--- src/rtl/gate_scan_pkg.sv ---
`timescale 1ns/1ps
package gate_scan_pkg;
  parameter int unsigned GS_ROWS    = 154; // stages in the full chain
  parameter int unsigned GS_GAP_LO  = 75;  // 0-based index of first bypassed stage
  parameter int unsigned GS_GAP_LEN = 4;   // stages removed in narrow mode
  parameter int unsigned GS_PHASES  = 3;   // mask phase groups
endpackage

--- src/rtl/gate_scan_chain.sv ---
`timescale 1ns/1ps
module gate_scan_chain #(
  parameter int ROWS    = gate_scan_pkg::GS_ROWS,
  parameter int GAP_LO  = gate_scan_pkg::GS_GAP_LO,
  parameter int GAP_LEN = gate_scan_pkg::GS_GAP_LEN
) (
  input  logic            clk,
  input  logic            rst,
  input  logic            scan_fwd,
  input  logic            narrow,
  input  logic            start_fwd_in,
  input  logic            start_rev_in,
  output logic [ROWS-1:0] stage_q
);
  localparam int GAP_HI = GAP_LO + GAP_LEN - 1;
  localparam int AFTER  = GAP_HI + 1;   // first stage beyond the gap
  localparam int BEFORE = GAP_LO - 1;   // last stage ahead of the gap

  for (genvar i = 0; i < ROWS; i++) begin : g_stage
    localparam bit IS_GAP = (i >= GAP_LO) && (i <= GAP_HI);
    logic from_lo;
    logic from_hi;

    // neighbour feeding this stage in the forward direction
    if (i == 0) begin : g_lo_end
      assign from_lo = start_fwd_in;
    end else if (i == AFTER) begin : g_lo_jump
      assign from_lo = narrow ? stage_q[BEFORE] : stage_q[i-1];
    end else begin : g_lo_mid
      assign from_lo = stage_q[i-1];
    end

    // neighbour feeding this stage in the reverse direction
    if (i == ROWS - 1) begin : g_hi_end
      assign from_hi = start_rev_in;
    end else if (i == BEFORE) begin : g_hi_jump
      assign from_hi = narrow ? stage_q[AFTER] : stage_q[i+1];
    end else begin : g_hi_mid
      assign from_hi = stage_q[i+1];
    end

    always_ff @(posedge clk) begin
      if (rst || (IS_GAP && narrow)) stage_q[i] <= 1'b0;
      else                           stage_q[i] <= scan_fwd ? from_lo : from_hi;
    end
  end
endmodule

--- src/rtl/gate_scan_gating.sv ---
`timescale 1ns/1ps
module gate_scan_gating #(
  parameter int ROWS    = gate_scan_pkg::GS_ROWS,
  parameter int GAP_LO  = gate_scan_pkg::GS_GAP_LO,
  parameter int GAP_LEN = gate_scan_pkg::GS_GAP_LEN,
  parameter int PHASES  = gate_scan_pkg::GS_PHASES
) (
  input  logic [ROWS-1:0]   stage_q,
  input  logic              narrow,
  input  logic [PHASES-1:0] row_mask,
  output logic [ROWS-1:0]   row_out
);
  localparam int GAP_HI = GAP_LO + GAP_LEN - 1;

  for (genvar i = 0; i < ROWS; i++) begin : g_row
    localparam bit IS_GAP   = (i >= GAP_LO) && (i <= GAP_HI);
    localparam int PH_WIDE  = i % PHASES;
    localparam int PH_NARROW = (i > GAP_HI) ? ((i - GAP_LEN) % PHASES) : (i % PHASES);
    logic blank;
    assign blank      = narrow ? (row_mask[PH_NARROW] | IS_GAP) : row_mask[PH_WIDE];
    assign row_out[i] = stage_q[i] & ~blank;
  end
endmodule

--- src/rtl/gate_scan_carry.sv ---
`timescale 1ns/1ps
module gate_scan_carry (
  input  logic clk,
  input  logic rst,
  input  logic scan_fwd,
  input  logic fwd_end,
  input  logic rev_end,
  output logic carry_fwd_q,
  output logic carry_rev_q
);
  // half-clock carry so the next driver sees it before its rising edge
  always_ff @(negedge clk) begin
    if (rst) begin
      carry_fwd_q <= 1'b0;
      carry_rev_q <= 1'b0;
    end else begin
      carry_fwd_q <= scan_fwd & fwd_end;
      carry_rev_q <= ~scan_fwd & rev_end;
    end
  end
endmodule

--- src/rtl/gate_scan_shifter.sv ---
`timescale 1ns/1ps
module gate_scan_shifter #(
  parameter int ROWS    = gate_scan_pkg::GS_ROWS,
  parameter int GAP_LO  = gate_scan_pkg::GS_GAP_LO,
  parameter int GAP_LEN = gate_scan_pkg::GS_GAP_LEN,
  parameter int PHASES  = gate_scan_pkg::GS_PHASES
) (
  input  logic              clk,
  input  logic              rst,
  input  logic              scan_fwd,
  input  logic              narrow_mode,
  input  logic [PHASES-1:0] row_mask,
  input  logic              start_right_in,
  input  logic              start_left_in,
  output logic [ROWS-1:0]   row_out,
  output logic              carry_left_out,
  output logic              carry_right_out
);
  logic [ROWS-1:0] stage_q;

  gate_scan_chain #(.ROWS(ROWS), .GAP_LO(GAP_LO), .GAP_LEN(GAP_LEN)) u_chain (
    .clk          (clk),
    .rst          (rst),
    .scan_fwd     (scan_fwd),
    .narrow       (narrow_mode),
    .start_fwd_in (start_right_in),
    .start_rev_in (start_left_in),
    .stage_q      (stage_q)
  );

  gate_scan_gating #(.ROWS(ROWS), .GAP_LO(GAP_LO), .GAP_LEN(GAP_LEN), .PHASES(PHASES)) u_gating (
    .stage_q  (stage_q),
    .narrow   (narrow_mode),
    .row_mask (row_mask),
    .row_out  (row_out)
  );

  gate_scan_carry u_carry (
    .clk         (clk),
    .rst         (rst),
    .scan_fwd    (scan_fwd),
    .fwd_end     (stage_q[ROWS-1]),
    .rev_end     (stage_q[0]),
    .carry_fwd_q (carry_left_out),
    .carry_rev_q (carry_right_out)
  );
endmodule

--- config.mk ---
export PLATFORM = sky130hd
export DESIGN_NAME = gate_scan_shifter
export DESIGN_NICKNAME = d
export VERILOG_FILES = /design/src/rtl/gate_scan_pkg.sv /design/src/rtl/gate_scan_chain.sv /design/src/rtl/gate_scan_gating.sv /design/src/rtl/gate_scan_carry.sv /design/src/rtl/gate_scan_shifter.sv
export SDC_FILE = /design/constraint.sdc
export NUM_CORES = 1
export LEC_CHECK = 0
export CORE_MARGIN = 4
export CORE_UTILIZATION = 45
export DETAILED_ROUTE_END_ITERATION = 8
export GPL_TIMING_DRIVEN = 0
export PLACE_DENSITY = 0.84
export REMOVE_ABC_BUFFERS = 1
export SLEW_MARGIN = 20
export SYNTH_ARGS = -nofsm -noshare
export SYNTH_HDL_FRONTEND = slang
export SYNTH_SLANG_ARGS = --single-unit
--- constraint.sdc ---
create_clock -name clk -period 1.51 [get_ports clk]
set_clock_uncertainty 0.2 [all_clocks]
set_input_delay 0.302 -clock clk [delete_from_list [all_inputs] [get_ports clk]]
set_output_delay 0.302 -clock clk [all_outputs]
set_load 0.05 [all_outputs]
==> results.sh <==
export IMPL_yosysWarnings=0
export IMPL_seqPwrFrac_pct=40.0
export IMPL_route_detailed_vias_per_inst=5.41
export IMPL_seq_area_frac_synth_pct=46.9
export IMPL_power_leakage_nw=5.41
export IMPL_areaGrowthSynthToFinish_pct=82.2
export IMPL_cp_start_kind="register"
export IMPL_slew_violations=0
export IMPL_clkSlewWorstSetupHoldPaths_ns=0.07
export IMPL_die_h_um=130
export IMPL_fill_cells=702
export IMPL_vdd_drop_max_v=0.000771
export IMPL_violations="negative setup slack"
export IMPL_holdWs_ns=0.0156
export IMPL_postRouteAntennaNets=0
export IMPL_finalWorstSetupSlack_ns=-0.726
export IMPL_p_sw_share_pct=22.9
export IMPL_cts_tree="built"
export IMPL_path_max_fanout=1
export IMPL_worst_path_buf_inv=1
export IMPL_cp_top_family="flip-flops"
export IMPL_rsz0062_at_grt="yes"
export IMPL_syn_inst=679
export IMPL_wl_per_cell_um=23.0
export IMPL_drt_first_iter_violations=493
export IMPL_clock_sinks=156
export IMPL_synth_top_area_cell="dfxtp_1"
export IMPL_power_switching_mw=2.36
export IMPL_crit_start="u_carry.carry_rev_q"
export IMPL_ios=165
export IMPL_cp_end_kind="output port"
export IMPL_dp_hpwl_um=10000
export IMPL_route_detailed_drc=0
export IMPL_setup_tns_ns=-27.05
export IMPL_port_buffers=164
export IMPL_layout_common_cells="154 x mux2i_1, 150 x nor2_1, 124 x buf_8, 90 x buf_4, 82 x dfxtp_2"
export IMPL_critical_path_class="reg2out"
export IMPL_synth_area_per_cell_um2=9.82
export IMPL_layout_cells_non_filler=1148
export IMPL_r2r_start="u_chain.g_stage[1].from_lo"
export IMPL_setup_violations=157
export IMPL_dp_cells=978
export IMPL_hold_violations=0
export IMPL_wirelength_um=26500
export IMPL_clock_latency_ns=0.41
export IMPL_cp_cell_sequence="buf_8"
export IMPL_htreeDepth=4
export IMPL_yosysUniqueCellTypes=17
export IMPL_antenna_cells=0
export IMPL_nets=960
export IMPL_pre_cts_ws_ns=-2.15
export IMPL_crit_required_ns=1.01
export IMPL_syn_area_um2=6670
export IMPL_cellPowerDensity_nw_per_um2=852
export IMPL_first_global_vias=6282
export IMPL_total_power_mw=10.3
export IMPL_yosys_register_bits=156
export IMPL_cts_buffer_depth=2
export IMPL_p_int_mw=7.98
export IMPL_rows=44
export IMPL_crit_path_top_delay_cell="dfxtp_2"
export IMPL_design_area_um2=12100
export IMPL_grt_overflow_total=0
export IMPL_worst_endpoint_arrival_ns=1.73
export IMPL_ys_top_cells_by_area="dfxtp_1 47%, mux2i_1 23%, nor2_1 8.4%"
export IMPL_yosysTopAreaCellShare_pct=46.9
export IMPL_maxSlewHeadroom_pct=79.7
export IMPL_maxCapViolations=0
export IMPL_cts_root_buf="clkbuf_16"
export IMPL_combPwrFrac_pct=9.6
export IMPL_gp_congestion=0.739
export IMPL_grt_antenna_before_repair=0
export IMPL_drive_above_1_share_pct=59.5
export IMPL_firstDrtPassIters=5
export IMPL_status="complete, but fails checks"
export IMPL_final_common_cell="mux2i_1"
export IMPL_hold_class="in2reg"
export IMPL_hold_path_startpoint="rst"
export IMPL_place_area_um2=8250
export IMPL_fin_util_pct=83.5
export IMPL_core_area_um2=14500
export IMPL_grt_pass1_wl_um=35400
export IMPL_numCtsBuffers=17
export IMPL_clkPwrFrac_pct=50.5
export IMPL_grt_max_degree=57
export IMPL_dieArea_um2=16800
export IMPL_initial_core_util_pct=45.9
export IMPL_grtUsageTotal_pct=27.6
export IMPL_die_x_um=130
export IMPL_tightest_slew_ns=0.298
export IMPL_cpPeakStageDelay_ns=0.36
export IMPL_vias=6208
power groups by stage:
| stage | registers (mW) | logic [mW] | clock network [mW] |
|---|---|---|---|
| after floorplan | 4.23 | 0.149 | 0.0124 |
| after global placement | 4.23 | 0.600 | 0.0124 |
| after detailed placement | 4.23 | 0.458 | 0.0124 |
| after CTS | 4.13 | 0.863 | 5.20 |
| after global routing | 4.13 | 1.01 | 5.43 |
| final | 4.13 | 0.990 | 5.22 |
Yosys cell counts:
library cell  number
clkbuf_2           1
nor2b_1           76
inv_1              2
clkbuf_1          19
a211oi_2           2
nor3_1             4
buf_4              2
mux2i_1          154
buf_2             10
and2_1            74
and2_4             1
dfxtp_1          156
mux2i_2            3
nand2_1            1
nor2_1           150
buf_6             19
nor3b_1            5
worst paths after layout:
| path | cells after the start | slack [ns] | to |
|---|---|---|---|
| worst min-delay path | 2 | 0.02 | u_chain.g_stage[22].from_hi |
| worst max register to register | 1 | -0.06 | u_carry.carry_rev_q |
| worst max-delay path | 1 | -0.73 | carry_right_out |
| worst min register to register | 2 | 0.31 | u_chain.g_stage[40].from_hi |
state kept, by name, indices dropped and copies added (netlist names):
register and count:
u_carry.carry_fwd_q 1, u_chain.g_stage.from_hi 148, u_carry.carry_rev_q 1, u_chain.g_stage.from_lo 6
metal layers:
metal | up-vias | share of wire, % | wire length (µm) | global-route usage [%]
li1 | 2762 | - | - | -
met1 | 3127 | 39 | 10400 | 32.7
met2 | 241 | 52 | 13900 | 48.0
met3 | 78 | 3.9 | 1020 | 5.12
met4 | 0 | 4.4 | 1160 | 13.4
met5 | - | 0 | 0 | 0
final cells by class:
class	instances	area [µm²]	share of cell area (%)
multi-input cells	474	4090	33.7
well taps	184	230	1.90
clock inverters	15	265	2.18
repair buffers	299	3880	31.9
flip-flops and latches	156	3230	26.6
inverters	1	3.75	0.0309
clock buffers	19	454	3.74
what timing repair did:
action / 4_1_cts / 5_1_grt
endpoints found under the setup margin: 239 / 158
hold buffers: 0 / 0
pin swaps: 9 / 4
resized for setup: 1522 / 72
buffers inserted: 98 / 28
cloned: 11 / 4
kinds of logic after synthesis:
kind of cell           share of synthesized area [%]
AND/OR/NAND/NOR                                 23.6
multiplexers                                    23.7
flip-flops                                      46.9
buffers and inverters                           5.44
AO/OA/AOI/OAI                                  0.375
No activity file was read; power rests on OpenSTA's default activity.
